<file path="src/rtl/smbrp_pkg.sv">
package smbrp_pkg;

  typedef enum logic [3:0] {
    ST_IDLE,
    ST_ADDR,
    ST_ADDR_ACK,
    ST_CMD,
    ST_CMD_ACK,
    ST_WDATA,
    ST_WDATA_ACK,
    ST_RDATA,
    ST_RDATA_ACK,
    ST_SKIP
  } bus_st_t;

  // True when the received address byte selects this slave.
  function automatic logic addr_hit(input logic [7:0] rx, input logic [3:0] hi,
                                    input logic [2:0] lo);
    return rx[7:1] == {hi, lo};
  endfunction

  // States in which the slave holds SDA low for an acknowledge.
  function automatic logic is_ack_state(input bus_st_t s);
    return (s == ST_ADDR_ACK) || (s == ST_CMD_ACK) || (s == ST_WDATA_ACK);
  endfunction

  // States in which bits are shifted in on SCL rising edges.
  function automatic logic is_rx_state(input bus_st_t s);
    return (s == ST_ADDR) || (s == ST_CMD) || (s == ST_WDATA);
  endfunction

endpackage

</file>
<file path="src/rtl/smbrp_sync.sv">
module smbrp_sync #(
  parameter int STAGES = 2
) (
  input  logic clk,
  input  logic rst_n,
  input  logic scl_i,
  input  logic sda_i,
  output logic scl_lvl,
  output logic sda_lvl,
  output logic scl_rise,
  output logic scl_fall,
  output logic start_evt,
  output logic stop_evt
);
  localparam int DEPTH = STAGES + 1;

  logic [DEPTH-1:0] scl_p;
  logic [DEPTH-1:0] sda_p;
  logic scl_prev;
  logic sda_prev;

  always_ff @(posedge clk or negedge rst_n) begin
    if (!rst_n) begin
      scl_p <= '1;
      sda_p <= '1;
    end else begin
      scl_p <= {scl_p[DEPTH-2:0], scl_i};
      sda_p <= {sda_p[DEPTH-2:0], sda_i};
    end
  end

  assign scl_lvl  = scl_p[STAGES-1];
  assign sda_lvl  = sda_p[STAGES-1];
  assign scl_prev = scl_p[STAGES];
  assign sda_prev = sda_p[STAGES];

  assign scl_rise  = scl_lvl & ~scl_prev;
  assign scl_fall  = ~scl_lvl & scl_prev;
  assign start_evt = scl_lvl & scl_prev & sda_prev & ~sda_lvl;
  assign stop_evt  = scl_lvl & scl_prev & ~sda_prev & sda_lvl;
endmodule

</file>
<file path="src/rtl/smbrp_fsm.sv">
module smbrp_fsm
  import smbrp_pkg::*;
#(
  parameter int         DW      = 8,
  parameter int         PW      = 2,
  parameter logic [3:0] ADDR_HI = 4'b0011
) (
  input  logic          clk,
  input  logic          rst_n,
  input  logic [2:0]    strap,
  input  logic          sda_lvl,
  input  logic          scl_rise,
  input  logic          scl_fall,
  input  logic          start_evt,
  input  logic          stop_evt,
  input  logic [DW-1:0] rd_data,
  output logic          sda_pull,
  output logic          wr_stb,
  output logic [PW-1:0] ptr,
  output logic [DW-1:0] wr_data,
  output logic          rd_req,
  output logic          miss_evt,
  output logic          hit_evt
);
  localparam int CW = $clog2(DW);
  localparam logic [CW-1:0] LAST = CW'(DW - 1);

  bus_st_t       st, st_nx;
  logic [CW-1:0] bcnt;
  logic          full;
  logic [DW-1:0] sh;
  logic [DW-1:0] tx;
  logic          mack;
  logic          clr_cnt, rd_load, wr_fire, cmd_take;

  always_comb begin
    st_nx    = st;
    clr_cnt  = 1'b0;
    rd_load  = 1'b0;
    wr_fire  = 1'b0;
    cmd_take = 1'b0;
    hit_evt  = 1'b0;
    miss_evt = 1'b0;
    if (stop_evt) begin
      st_nx = ST_IDLE;
    end else if (start_evt) begin
      st_nx   = ST_ADDR;
      clr_cnt = 1'b1;
    end else if (scl_fall) begin
      case (st)
        ST_ADDR: if (full) begin
          if (addr_hit(sh, ADDR_HI, strap)) begin
            hit_evt = 1'b1;
            rd_load = sh[0];
            st_nx   = ST_ADDR_ACK;
          end else begin
            miss_evt = 1'b1;
            st_nx    = ST_SKIP;
          end
        end
        ST_ADDR_ACK: begin
          st_nx   = sh[0] ? ST_RDATA : ST_CMD;
          clr_cnt = 1'b1;
        end
        ST_CMD: if (full) begin
          cmd_take = 1'b1;
          st_nx    = ST_CMD_ACK;
        end
        ST_CMD_ACK: begin
          st_nx   = ST_WDATA;
          clr_cnt = 1'b1;
        end
        ST_WDATA: if (full) begin
          wr_fire = 1'b1;
          st_nx   = ST_WDATA_ACK;
        end
        ST_WDATA_ACK: begin
          st_nx   = ST_WDATA;
          clr_cnt = 1'b1;
        end
        ST_RDATA: if (bcnt == LAST) st_nx = ST_RDATA_ACK;
        ST_RDATA_ACK: begin
          if (mack) begin
            rd_load = 1'b1;
            clr_cnt = 1'b1;
            st_nx   = ST_RDATA;
          end else begin
            st_nx = ST_SKIP;
          end
        end
        default: st_nx = st;
      endcase
    end
  end

  always_ff @(posedge clk or negedge rst_n) begin
    if (!rst_n) begin
      st      <= ST_IDLE;
      bcnt    <= '0;
      full    <= 1'b0;
      sh      <= '0;
      tx      <= '0;
      mack    <= 1'b0;
      ptr     <= '0;
      wr_stb  <= 1'b0;
      wr_data <= '0;
    end else begin
      st <= st_nx;
      if (clr_cnt) begin
        bcnt <= '0;
        full <= 1'b0;
      end else if (scl_rise && is_rx_state(st)) begin
        sh   <= {sh[DW-2:0], sda_lvl};
        bcnt <= bcnt + 1'b1;
        full <= (bcnt == LAST);
      end else if (scl_fall && st == ST_RDATA) begin
        tx   <= {tx[DW-2:0], 1'b0};
        bcnt <= bcnt + 1'b1;
      end
      if (rd_load) tx <= rd_data;
      if (scl_rise && st == ST_RDATA_ACK) mack <= ~sda_lvl;
      if (cmd_take) ptr <= sh[PW-1:0];
      wr_stb <= wr_fire;
      if (wr_fire) wr_data <= sh;
    end
  end

  assign rd_req   = rd_load;
  assign sda_pull = is_ack_state(st) || (st == ST_RDATA && !tx[DW-1]);
endmodule

</file>
<file path="src/rtl/smb_regport.sv">
module smb_regport #(
  parameter int         DW          = 8,
  parameter int         NREG        = 4,
  parameter int         SYNC_STAGES = 2,
  parameter logic [3:0] ADDR_HI     = 4'b0011,
  localparam int        PW          = $clog2(NREG)
) (
  input  logic          clk,
  input  logic          rst_n,
  input  logic          scl_i,
  input  logic          sda_i,
  output logic          sda_pull,
  input  logic [2:0]    strap,
  output logic          wr_stb,
  output logic [PW-1:0] wr_sel,
  output logic [DW-1:0] wr_data,
  output logic          rd_req,
  output logic [PW-1:0] rd_sel,
  input  logic [DW-1:0] rd_data
);
  logic scl_lvl, sda_lvl, scl_rise, scl_fall, start_evt, stop_evt;
  logic miss_evt, hit_evt;
  logic [PW-1:0] ptr;

  smbrp_sync #(.STAGES(SYNC_STAGES)) u_sync (
    .clk(clk), .rst_n(rst_n), .scl_i(scl_i), .sda_i(sda_i),
    .scl_lvl(scl_lvl), .sda_lvl(sda_lvl), .scl_rise(scl_rise),
    .scl_fall(scl_fall), .start_evt(start_evt), .stop_evt(stop_evt)
  );

  smbrp_fsm #(.DW(DW), .PW(PW), .ADDR_HI(ADDR_HI)) u_fsm (
    .clk(clk), .rst_n(rst_n), .strap(strap), .sda_lvl(sda_lvl),
    .scl_rise(scl_rise), .scl_fall(scl_fall), .start_evt(start_evt),
    .stop_evt(stop_evt), .rd_data(rd_data), .sda_pull(sda_pull),
    .wr_stb(wr_stb), .ptr(ptr), .wr_data(wr_data), .rd_req(rd_req),
    .miss_evt(miss_evt), .hit_evt(hit_evt)
  );

  assign wr_sel = ptr;
  assign rd_sel = ptr;
endmodule

</file>
<file path="config.mk">
export PLATFORM = sky130hd
export DESIGN_NAME = smb_regport
export DESIGN_NICKNAME = d
export VERILOG_FILES = /design/src/rtl/smbrp_pkg.sv /design/src/rtl/smbrp_sync.sv /design/src/rtl/smbrp_fsm.sv /design/src/rtl/smb_regport.sv
export SDC_FILE = /design/constraint.sdc
export NUM_CORES = 1
export LEC_CHECK = 0
export BUFFER_PORTS_ARGS = -buffer_cell sky130_fd_sc_hd__buf_2
export CORE_MARGIN = 2
export CORE_UTILIZATION = 55
export CTS_CLUSTER_SIZE = 20
export DETAILED_ROUTE_END_ITERATION = 8
export GPL_TIMING_DRIVEN = 0
export MAX_ROUTING_LAYER = met4
export PLACE_DENSITY = 0.77
export SETUP_SLACK_MARGIN = 0.05
export SLEW_MARGIN = 40
export SYNTH_ARGS = -nofsm -noshare
export SYNTH_HDL_FRONTEND = slang
export SYNTH_SLANG_ARGS = --single-unit
</file>
<file path="constraint.sdc">
create_clock -name clk -period 2.55 [get_ports clk]
set_input_delay 0.765 -clock clk [delete_from_list [all_inputs] [get_ports clk]]
set_output_delay 0.765 -clock clk [all_outputs]
set_load 0.05 [all_outputs]
</file>
==> metrics.cfg, run 1 <==
[timing]
skew_ns=0.00668
relSlewSlack_pct=61.9
finalCritPeriodShare_pct=99.7
finalSetupViolCount=0
drv_slew=0
worst_slew_pin_slew_ns=0.569
max_freq_ghz=0.393
hold_viol_final=0
rsz0062_at_grt=yes
fin_crit_ns=2.54

[final_layout]
finalInstanceArea_sq_mm=0.00263
syn_to_final_growth_pct=21.2
final_nets=259
num_antenna_cells=0
drive_above_1_share_pct=41.2

[worst_setup_path]
critPathKind=input pin to primary output
worstPathCellList=buf_6, xnor2_2, nand4_1, o31a_1, buf_6, clkinvlp_4, buf_8
crit_family=buffers and inverters
crit_arrival_ns=1.78
cp_max_fo=2
startpoint_type=input pin
cp-end-kind=primary output
crit_slowest_cell=o31a_1
slowest_delay_ns=0.31
crit_top_cell=buf_6
critical_path_buf_inv_count=4
crit_required_ns=1.79

[place]
port_buffers=29
dp_hpwl_microns=3090
placed_area_sq_mm=0.00238
place.gp.congestion=0.930

[cts]
cts_root_buffer=clkbuf_8
cts_tree=done
numCtsBuffers=5
cts_max_path_buffers=2
cts_htree_levels=2
clk_latency_ns=0.29
clkSinkCount=42
holdBufCountCts=0
clkSlewWorstSetupHoldPaths_ns=0.08

[global_routing]
grt_overflow=0
grt_first_pass_wirelength_microns=7780
grt_use_total_pct=24.3
antenna_found_initial=0
grt_max_degree=43
grt_pass1_vias=1724

[yosys]
synth-simple-area-share_pct=18.5
ys_top_cells_by_count=dfrtp_1, nand2_1, mux2_2, buf_2, dfstp_2
syn_area_per_cell_sq_um=10.9
synth_compound_gate_area_share_pct=10.9
ys.flop_type=dfrtp_1
seq_area_frac_synth_pct=48.9
synth_fa_ha_area_share_pct=1.16
synth_most_common_cell=dfrtp_1
yosysTopAreaCell=dfrtp_1
synth_mux_area_share_pct=15.1
netlist_top_cells_area=dfrtp_1, mux2_2, dfstp_2, nand2_1, mux2_4
synth_top_area_share_pct=41.6
ys_types=56
synthCells=198
synth-edff-count=0
ys_ff_latch=42
netlist_area_sq_mm=0.00217
synth_xor_area_share_pct=1.62
yosysWarnings=0
synth_fp_nets=215
synth-async-reset-ratio_pct=100
synth_top_family_by_area=simple AND/OR/NAND/NOR gates

[pwr]
leakagePower_nw=1.27
power.share.combinational_pct=36.2
power_w=0.00234
p_int_w=0.00154
p_per_area_mw_per_mm2=890
switching_share_pct=33.9
vdd_drop_max_mv=0.444
p_seq_share_pct=41.7
switchingPower_w=0.000792
clkPwrFrac_pct=22.1

[detailed_routing]
routed_wirelength_microns=4590
dr.pass1.iters=4
vias=1650
drtAntennaViolNets=0
first_iter_violations=104
wl_per_cell_microns=15.8
viasPerCell=5.67
drc=0

[die]
num_io_pins=30
fp.dieH_microns=66.8
dieWidth_microns=66.8
num_rows=22
dieArea_sq_mm=0.00446
core_sq_mm=0.00372
start_util_pct=58.3

[hold_path]
min_path_type=register to register

[run]
maxCapViolations=0

[status]
status=completed

[cell families (layout without fill, tap and decap cells)]
logic type      count (synthesis)  after routing
compound gates                 32             32
xor+xnor                        4              4
fa+ha+maj                       2              2
buf+inv                        18             63
flops                          42             42
mux                            28             28
simple gates                   72             72
[cell usage in the layout (no fill, tap or decap), drive strengths merged, types with 3 or more instances in the layout]
| master | netlist | layout |
|---|---|---|
| buf | 9 | 46 |
| dfrtp | 36 | 36 |
| nand2 | 33 | 33 |
| mux2 | 25 | 25 |
| clkbuf | 4 | 10 |
| dfstp | 6 | 6 |
| nand3 | 5 | 5 |
| o21ai | 5 | 5 |
| a21oi | 5 | 5 |
| nor3 | 5 | 5 |
| nor2 | 4 | 4 |
| nand2b | 4 | 4 |
| inv | 5 | 4 |
| xnor2 | 3 | 3 |
| nand4 | 3 | 3 |
| o21bai | 3 | 3 |
| mux2i | 3 | 3 |
[per-layer routing]
metal  vias to the layer above  global-route usage, %  part of all wire [%]
met3                        12                   5.41                   4.1
met2                        43                   39.3                    49
met1                       800                   29.6                    45
met5                         -                      -                     0
met4                         0                   10.2                   1.9
li1                        795                      -                     -
[repair_timing]
action | CTS | global route
endpoints found under the setup margin | 1 | 2
pin swaps | 5 | 3
gates resized for setup | 13 | 4
buffers inserted | 7 | 2
cloned | 0 | 0
[power by group through the flow]
stage,clock network (W),registers (W),logic (W)
2_1_floorplan,0,0.000937,0.000611
3_3_place_gp,0,0.000981,0.000731
3_5_place_dp,0,0.000989,0.000749
4_1_cts,0.000524,0.000979,0.000802
5_1_grt,0.000553,0.00100,0.000940
6_report,0.000516,0.000974,0.000847
[sequential cells by signal (all words and copies together) (netlist names)]
signal	flops
u_fsm.full	1
u_fsm.ptr	2
u_sync.sda_p	3
u_fsm.tx	8
u_fsm.sh	8
u_fsm.st	4
u_sync.scl_p	3
u_fsm.wr_stb	1
u_fsm.mack	1
u_fsm.bcnt	3
u_fsm.wr_data	8
[path summary, 6_finish.rpt]
check	from	end	slack, ns	cells after the start
min reg2reg	u_sync.scl_p[0]	u_sync.scl_p[1]	0.36	0
max	strap[2]	rd_req	0.007	7
max reg2reg	u_fsm.st[3]	u_fsm.tx[4]	0.42	5
min	u_sync.scl_p[0]	u_sync.scl_p[1]	0.36	0
min in group asynchronous	rst_n	u_fsm.wr_data[5]	0.45	1
max in group asynchronous	rst_n	u_fsm.st[3]	1.73	1
[stage by stage]
step,worst slack [ns],util (%),cells,hold WS (ns),TNS [ns]
floorplan,0.0592,-,198,0.345,0
global placement,-0.349,64.0,275,0.346,-0.349
detailed placement,-0.335,64.0,275,0.347,-0.335
CTS,0.0130,70.0,289,0.360,0
global route,-0.0414,70.6,291,0.366,-0.0414
finish,0.00696,70.6,291,0.358,0
[cell type report]
| type | count | area [sq um] |
|---|---|---|
| inverters | 5 | 22.5 |
| flip-flops and latches | 42 | 1060 |
| clock inverters | 2 | 37.5 |
| repair buffers | 38 | 244 |
| clock buffers | 6 | 72.6 |
| fillers | 296 | 1090 |
| well taps | 48 | 60.1 |
| multi-input cells | 138 | 1060 |
| plain buffers | 12 | 67.6 |
(Power assumes the default switching activity.)
==> inputs of run 2 (changes only) <==
--- a/config.mk
+++ b/config.mk
@@ -10,7 +10,6 @@
 export CORE_UTILIZATION = 55
 export CTS_CLUSTER_SIZE = 20
 export DETAILED_ROUTE_END_ITERATION = 8
-export GPL_TIMING_DRIVEN = 0
 export MAX_ROUTING_LAYER = met4
 export PLACE_DENSITY = 0.77
 export SETUP_SLACK_MARGIN = 0.05
==> constraint.sdc (replaced) <==
create_clock -name clk -period 2.55 [get_ports clk]
set_input_delay 0.1275 -clock clk [delete_from_list [all_inputs] [get_ports clk]]
set_output_delay 0.1275 -clock clk [all_outputs]
set_load 0.05 [all_outputs]
==> run 2 against run 1 <==
Worst setup slack better by 0.31 ns. Largest power group unchanged. Register-to-register slack about the same. Die area is the same. Cell area decreased by 7.0%. Total power shrank 7.3%. Critical path depth down 2.
==> metrics.cfg, run 2 (synthesis gave the netlist of run 1 again) <==
[pwr]
vdd_drop_max_mv=0.432  ; -2.6%
power_w=0.00217  ; -7.3%
leakagePower_nw=1.18  ; -7.3%
p_per_area_mw_per_mm2=887  ; -0.35%

[worst_setup_path]
rr_worst_depth=4  ; -1
r2r-start=u_fsm.st[3]
cp_max_fo=9  ; +7
cp-end-kind=primary output
crit_arrival_ns=2.11  ; +0.33 ns
r2r_slack_ns=0.42  ; about the same
startpoint_type=register
crit_required_ns=2.42  ; +0.63 ns
critPathKind=register to primary output
reg2reg_to=u_fsm.tx[2]

[cts]
clkSlewWorstSetupHoldPaths_ns=0.08  ; about the same
cts_htree_levels=2  ; unchanged
numCtsBuffers=5  ; unchanged
cts_root_buffer=clkbuf_8
cts_tree=done
clk_latency_ns=0.29  ; about the same
cts_max_path_buffers=2  ; unchanged
clkSinkCount=42  ; unchanged

[final_layout]
fin_util_pct=65.7  ; -4.9 points
final_common_cell=dfrtp_1
drive_above_1_share_pct=33.2  ; -8.0 points
multi_input_area_sq_mm=0.00102  ; -3.5%
syn_to_final_growth_pct=12.7
final_nets=242  ; -6.6%
seq_area_sq_mm=0.00106  ; -0.12%
stdcell_count=274  ; -5.8%
top_regs=u_fsm.sh: 8 flops, u_fsm.tx: 8 flops, u_fsm.wr_data: 8 flops
layout_common_cells=dfrtp_1, nand2_1, buf_2, mux2_2
num_antenna_cells=0  ; unchanged
fillers=293  ; -1.0%

[detailed_routing]
wl_met3_microns=199  ; +4.7%
wl_met2_microns=2060  ; -9.0%
first_iter_violations=104  ; unchanged
vias=1587  ; -3.8%
dr.pass1.iters=6  ; +2
drt-met1-wl_microns=2000  ; -2.4%
drc=0  ; unchanged
wl_per_cell_microns=15.8  ; +0.18%
route.top_layer_used=met4
routed_wirelength_microns=4330  ; -5.7%
drtAntennaViolNets=0  ; unchanged
viasPerCell=5.79  ; +2.1%

[die]
dieArea_sq_mm=0.00446  ; unchanged
dieWidth_microns=66.8  ; unchanged
num_rows=22  ; unchanged
num_io_pins=30  ; unchanged
fp.dieH_microns=66.8  ; unchanged
core_sq_mm=0.00372  ; unchanged
start_util_pct=58.3  ; unchanged

[place]
port_buffers=29  ; unchanged
dp.cells=263  ; -4.4%
place.gp.congestion=0.929  ; about the same
dp_hpwl_microns=3010  ; -2.3%

[timing]
tns_ns=0  ; unchanged
fin_crit_ns=2.23  ; -0.310 ns
worst_slew_pin_slew_ns=0.567  ; -0.00240 ns
skew_ns=0.00381  ; -0.00287 ns
finalSetupViolCount=0  ; unchanged
drv_slew=0  ; unchanged
relSlewSlack_pct=62.0  ; +0.16 points
rsz0062_at_grt=no
finalCritPeriodShare_pct=87.6  ; -12 points
max_freq_ghz=0.448  ; +14%
hold_viol_final=0  ; unchanged

[global_routing]
grt_use_total_pct=21.6  ; -2.7 points
grt_pass1_vias=1498  ; -13%
grt_max_degree=43  ; unchanged
grt_overflow=0  ; unchanged
antenna_found_initial=0  ; unchanged
grt_first_pass_wirelength_microns=6920  ; -11%

[run]
maxCapViolations=0  ; unchanged

[hold_path]
min_path_type=input pin to register
min_to=u_fsm.tx[0]
hold_start=rd_data[0]
holdPathStages=3  ; +3

[status]
status=completed

run 2: cell types whose count changed in the layout (fill, tap and decap cells not counted), sizes merged:
cell	delta
buf	-16
clkbuf	-3
dlygate4sd3	+3
clkinvlp	-2
inv	+2
bufinv	-1
run 2: metrics by stage:
stage	cell area (sq um)	hold slack [ns]	setup WS [ns]
finish	2440	0.0599	0.317
global route	2440	0.0549	0.185
CTS	2440	0.0572	0.301
detailed placement	2320	0.136	0.416
global placement	2310	0.232	0.499
floorplan	2170	-0.168	0.634
run 2: worst max-delay path by stage:
stage	from	end	depth (start not counted)
2_1_floorplan	u_sync.scl_p[2]	u_fsm.tx[3]	6
3_3_place_gp	u_fsm.st[3]	u_fsm.tx[4]	4
3_5_place_dp	u_fsm.st[3]	u_fsm.tx[5]	4
4_1_cts	u_fsm.st[1]	rd_req	5
5_1_grt	u_fsm.st[1]	rd_req	5
6_report	u_fsm.sh[6]	rd_req	5
run 2: worst max-delay path, stage by stage, from the launching register on:
cell and delay (ns):
dfrtp_1 0.41, and4bb_2 0.30, nand4_1 0.22, o31a_1 0.53
inv_1 0.09, buf_2 0.26
run 2: repair_timing:
| item | CTS | global route |
|---|---|---|
| hold buffers | 3 | 0 |
| hold endpoints to repair | 38 | 0 |
| resized for setup | 0 | 0 |
| setup endpoints to repair | 0 | 0 |
| buffers inserted | 0 | 0 |
run 2: area by class of cell:
| type | count | share of cell area (%) |
|---|---|---|
| well taps | 48 | 2.46 |
| repair buffers | 33 | 7.59 |
| clock buffers | 7 | 3.54 |
| inverters | 5 | 0.769 |
| flip-flops and latches | 42 | 43.4 |
| multi-input cells | 138 | 41.9 |
| clock inverters | 1 | 0.359 |
run 2: where the power goes:
part	switching [W]	total, W	internal [W]
clock network	0.000223	0.000446	0.000224
registers	0.000203	0.00103	0.000828
logic	0.000328	0.000689	0.000361
run 2: per-layer routing:
| metal | vias to the layer above | GRT usage (%) |
|---|---|---|
| li1 | 755 | - |
| met1 | 778 | 26.5 |
| met2 | 46 | 35.3 |
| met3 | 8 | 4.73 |
| met4 | 0 | 7.91 |
| met5 | - | - |
==> inputs of run 3 (changes only) <==
--- a/config.mk
+++ b/config.mk
@@ -5,6 +5,7 @@
 export SDC_FILE = /design/constraint.sdc
 export NUM_CORES = 1
 export LEC_CHECK = 0
+export ABC_AREA = 1
 export BUFFER_PORTS_ARGS = -buffer_cell sky130_fd_sc_hd__buf_2
 export CORE_MARGIN = 2
 export CORE_UTILIZATION = 55
==> run 3 against run 2 <==
Cell area fell by 1.2%. Die area decreased by 1.9%. Synthesized cell count grew 26%. Critical path type unchanged.
==> metrics.cfg, run 3 <==
[yosys]
netlist_top_cells_area=dfrtp_1, nand2_1, dfstp_2, nand3_1, inv_1
synth-simple-area-share_pct=34.0  ; +15 points
synth_most_common_cell=nand2_1
seq_area_frac_synth_pct=49.9  ; +1.0 points
synth_fp_nets=267  ; +24%
synth-edff-count=0  ; unchanged
ys_ff_latch=42  ; unchanged
yosysWarnings=0  ; unchanged
synth_mux_area_share_pct=0  ; -15 points
synth_top_family_by_area=simple AND/OR/NAND/NOR gates
synth_top_area_share_pct=42.5  ; +0.86 points
ys.flop_type=dfrtp_1
ys_top_cells_by_count=nand2_1, dfrtp_1, inv_1, nand3_1, nor2_1
syn_area_per_cell_sq_um=8.49  ; -22%
synth_fa_ha_area_share_pct=1.18  ; +0.024 points
yosysTopAreaCell=dfrtp_1
synthCells=250  ; +26%
netlist_area_sq_mm=0.00212  ; -2.0%
ys_types=25  ; -55%
synth_compound_gate_area_share_pct=7.61  ; -3.3 points
synth-async-reset-ratio_pct=100  ; unchanged
synth_xor_area_share_pct=0  ; -1.6 points

[worst_setup_path]
crit_required_ns=2.42  ; about the same
startpoint_type=register
crit_arrival_ns=2.02  ; -0.09 ns
cp-end-kind=primary output
critPathKind=register to primary output
cp_max_fo=12  ; +3

[timing]
finalCritPeriodShare_pct=84.2  ; -3.4 points
finalSetupViolCount=0  ; unchanged
fin_crit_ns=2.15  ; -0.0857 ns
max_freq_ghz=0.466  ; +4.0%
drv_slew=0  ; unchanged
worst_slew_pin_slew_ns=0.601  ; +0.0340 ns
skew_ns=0.00646  ; +0.00265 ns
tns_ns=0  ; unchanged
hold_slack_ns=0.0284  ; -0.0315 ns
hold_viol_final=0  ; unchanged
rsz0062_at_grt=no
relSlewSlack_pct=59.9  ; -2.2 points

[final_layout]
drive_above_1_share_pct=25.8  ; -7.4 points
top_regs=u_fsm.sh: 8 flops, u_fsm.tx: 8 flops, u_fsm.wr_data: 8 flops
fillers=334  ; +14%
num_antenna_cells=0  ; unchanged
final_common_cell=nand2_1
final_nets=299  ; +24%
syn_to_final_growth_pct=13.6
layout_common_cells=nand2_1, dfrtp_1, buf_2, inv_1, nand3_1

[pwr]
vdd_drop_max_mv=0.542  ; +25%
leakagePower_nw=1.26  ; +7.0%
p_per_area_mw_per_mm2=906  ; +2.1%

[die]
num_io_pins=30  ; unchanged
num_rows=22  ; unchanged
core_sq_mm=0.00369  ; -0.74%
fp.dieH_microns=66.1  ; -0.95%
start_util_pct=57.5  ; -0.75 points
dieArea_sq_mm=0.00437  ; -1.9%
dieWidth_microns=66.1  ; -0.95%

[detailed_routing]
drc=0  ; unchanged
viasPerCell=5.15  ; -11%
vias=1706  ; +7.5%
drtAntennaViolNets=0  ; unchanged
wl_per_cell_microns=12.3  ; -22%
routed_wirelength_microns=4080  ; -5.8%
first_iter_violations=136  ; +31%
dr.pass1.iters=4  ; -2

[cts]
cts_tree=done
cts_root_buffer=clkbuf_8
clkSinkCount=42  ; unchanged
ctsResizeCount=0  ; unchanged
cts_htree_levels=2  ; unchanged
clk_latency_ns=0.30  ; about the same
cts_max_path_buffers=2  ; unchanged
numCtsBuffers=5  ; unchanged
clkSlewWorstSetupHoldPaths_ns=0.08  ; about the same

[global_routing]
grt_max_degree=43  ; unchanged
grt_first_pass_wirelength_microns=7150  ; +3.3%
grt_pass1_vias=1654  ; +10%
antenna_found_initial=0  ; unchanged
grt_use_total_pct=22.4  ; +0.81 points
grt_overflow=0  ; unchanged

[hold_path]
min_path_type=input pin to register

[run]
maxCapViolations=0  ; unchanged

[status]
status=completed

[place]
place.gp.congestion=0.865  ; -6.9%
port_buffers=29  ; unchanged
dp_hpwl_microns=2860  ; -5.2%

[run 3: changes by cell type after synthesis, sizes merged, moves of 9 or more]
cell and delta:
inv +21, mux2 -25, nand2 +55, nand3 +20, nand4 +9, nor2 +17, o21ai +18
[run 3: report_power, final]
group          switching (W)  internal (W)
combinational       0.000450      0.000238
clock               0.000223      0.000292
sequential          0.000151      0.000830
[run 3: repair_timing]
action	in CTS	in global routing
hold endpoints to repair	38	0
hold buffers	3	0
setup buffers	0	0
[run 3: final cells by class]
type | instances | area, sq um | share of cell area, %
Sequential cell | 42 | 1060 | 43.9
Multi-Input combinational cell | 175 | 907 | 37.6
Timing Repair Buffer | 32 | 178 | 7.37
Inverter | 26 | 97.6 | 4.05
Clock buffer | 6 | 72.6 | 3.01
Tap cell | 48 | 60.1 | 2.49
Clock inverter | 2 | 37.5 | 1.56
[run 3: per-layer routing]
layer | wire length (microns) | up-vias | track usage (%)
met3 | 173 | 5 | 5.79
met2 | 1990 | 35 | 36.1
met5 | 0 | - | -
met1 | 1860 | 795 | 27.9
li1 | - | 871 | -
met4 | 54 | 0 | 6.89
[run 3: logic make-up after synthesis]
kind of cell,after synthesis
AND/OR/NAND/NOR,147
flip-flops,42
buffers and inverters,33
AO/OA/AOI/OAI,26
adder cells (fa/ha/maj),2
[run 3: worst paths after layout]
kind                                    endpoint  cells past startpoint       startpoint  slack (ns)
max in group asynchronous        u_sync.sda_p[2]                      2            rst_n        1.83
min in group asynchronous       u_fsm.wr_data[5]                      2            rst_n        0.34
worst max register to register     u_fsm.bcnt[0]                      7      u_fsm.st[1]        0.74
worst max-delay path                      rd_req                      7  u_sync.scl_p[2]        0.40
worst min-delay path                 u_fsm.tx[0]                      3       rd_data[0]        0.03
worst min register to register   u_sync.scl_p[1]                      0  u_sync.scl_p[0]        0.36
[run 3: critical path, cell delays in order (launching register included)]
cell and delay, ns:
dfstp_2 0.55, inv_2 0.05, nor2_4 0.16, nand2_1 0.12
nor2_2 0.13, nand3_2 0.24, nand2_4 0.19, buf_2 0.28
[run 3: through the flow]
| step | setup WS [ns] | instance area, sq um | power (W) | cells | util (%) |
|---|---|---|---|---|---|
| floorplan | 0.896 | 2120 | 0.00151 | 250 | - |
| global route | 0.273 | 2410 | 0.00235 | 331 | 65.4 |
| CTS | 0.384 | 2410 | 0.00220 | 331 | 65.4 |
| finish | 0.403 | 2410 | 0.00218 | 331 | 65.4 |
| global placement | 0.764 | 2270 | 0.00164 | 320 | 61.5 |
| detailed placement | 0.726 | 2270 | 0.00166 | 320 | 61.6 |
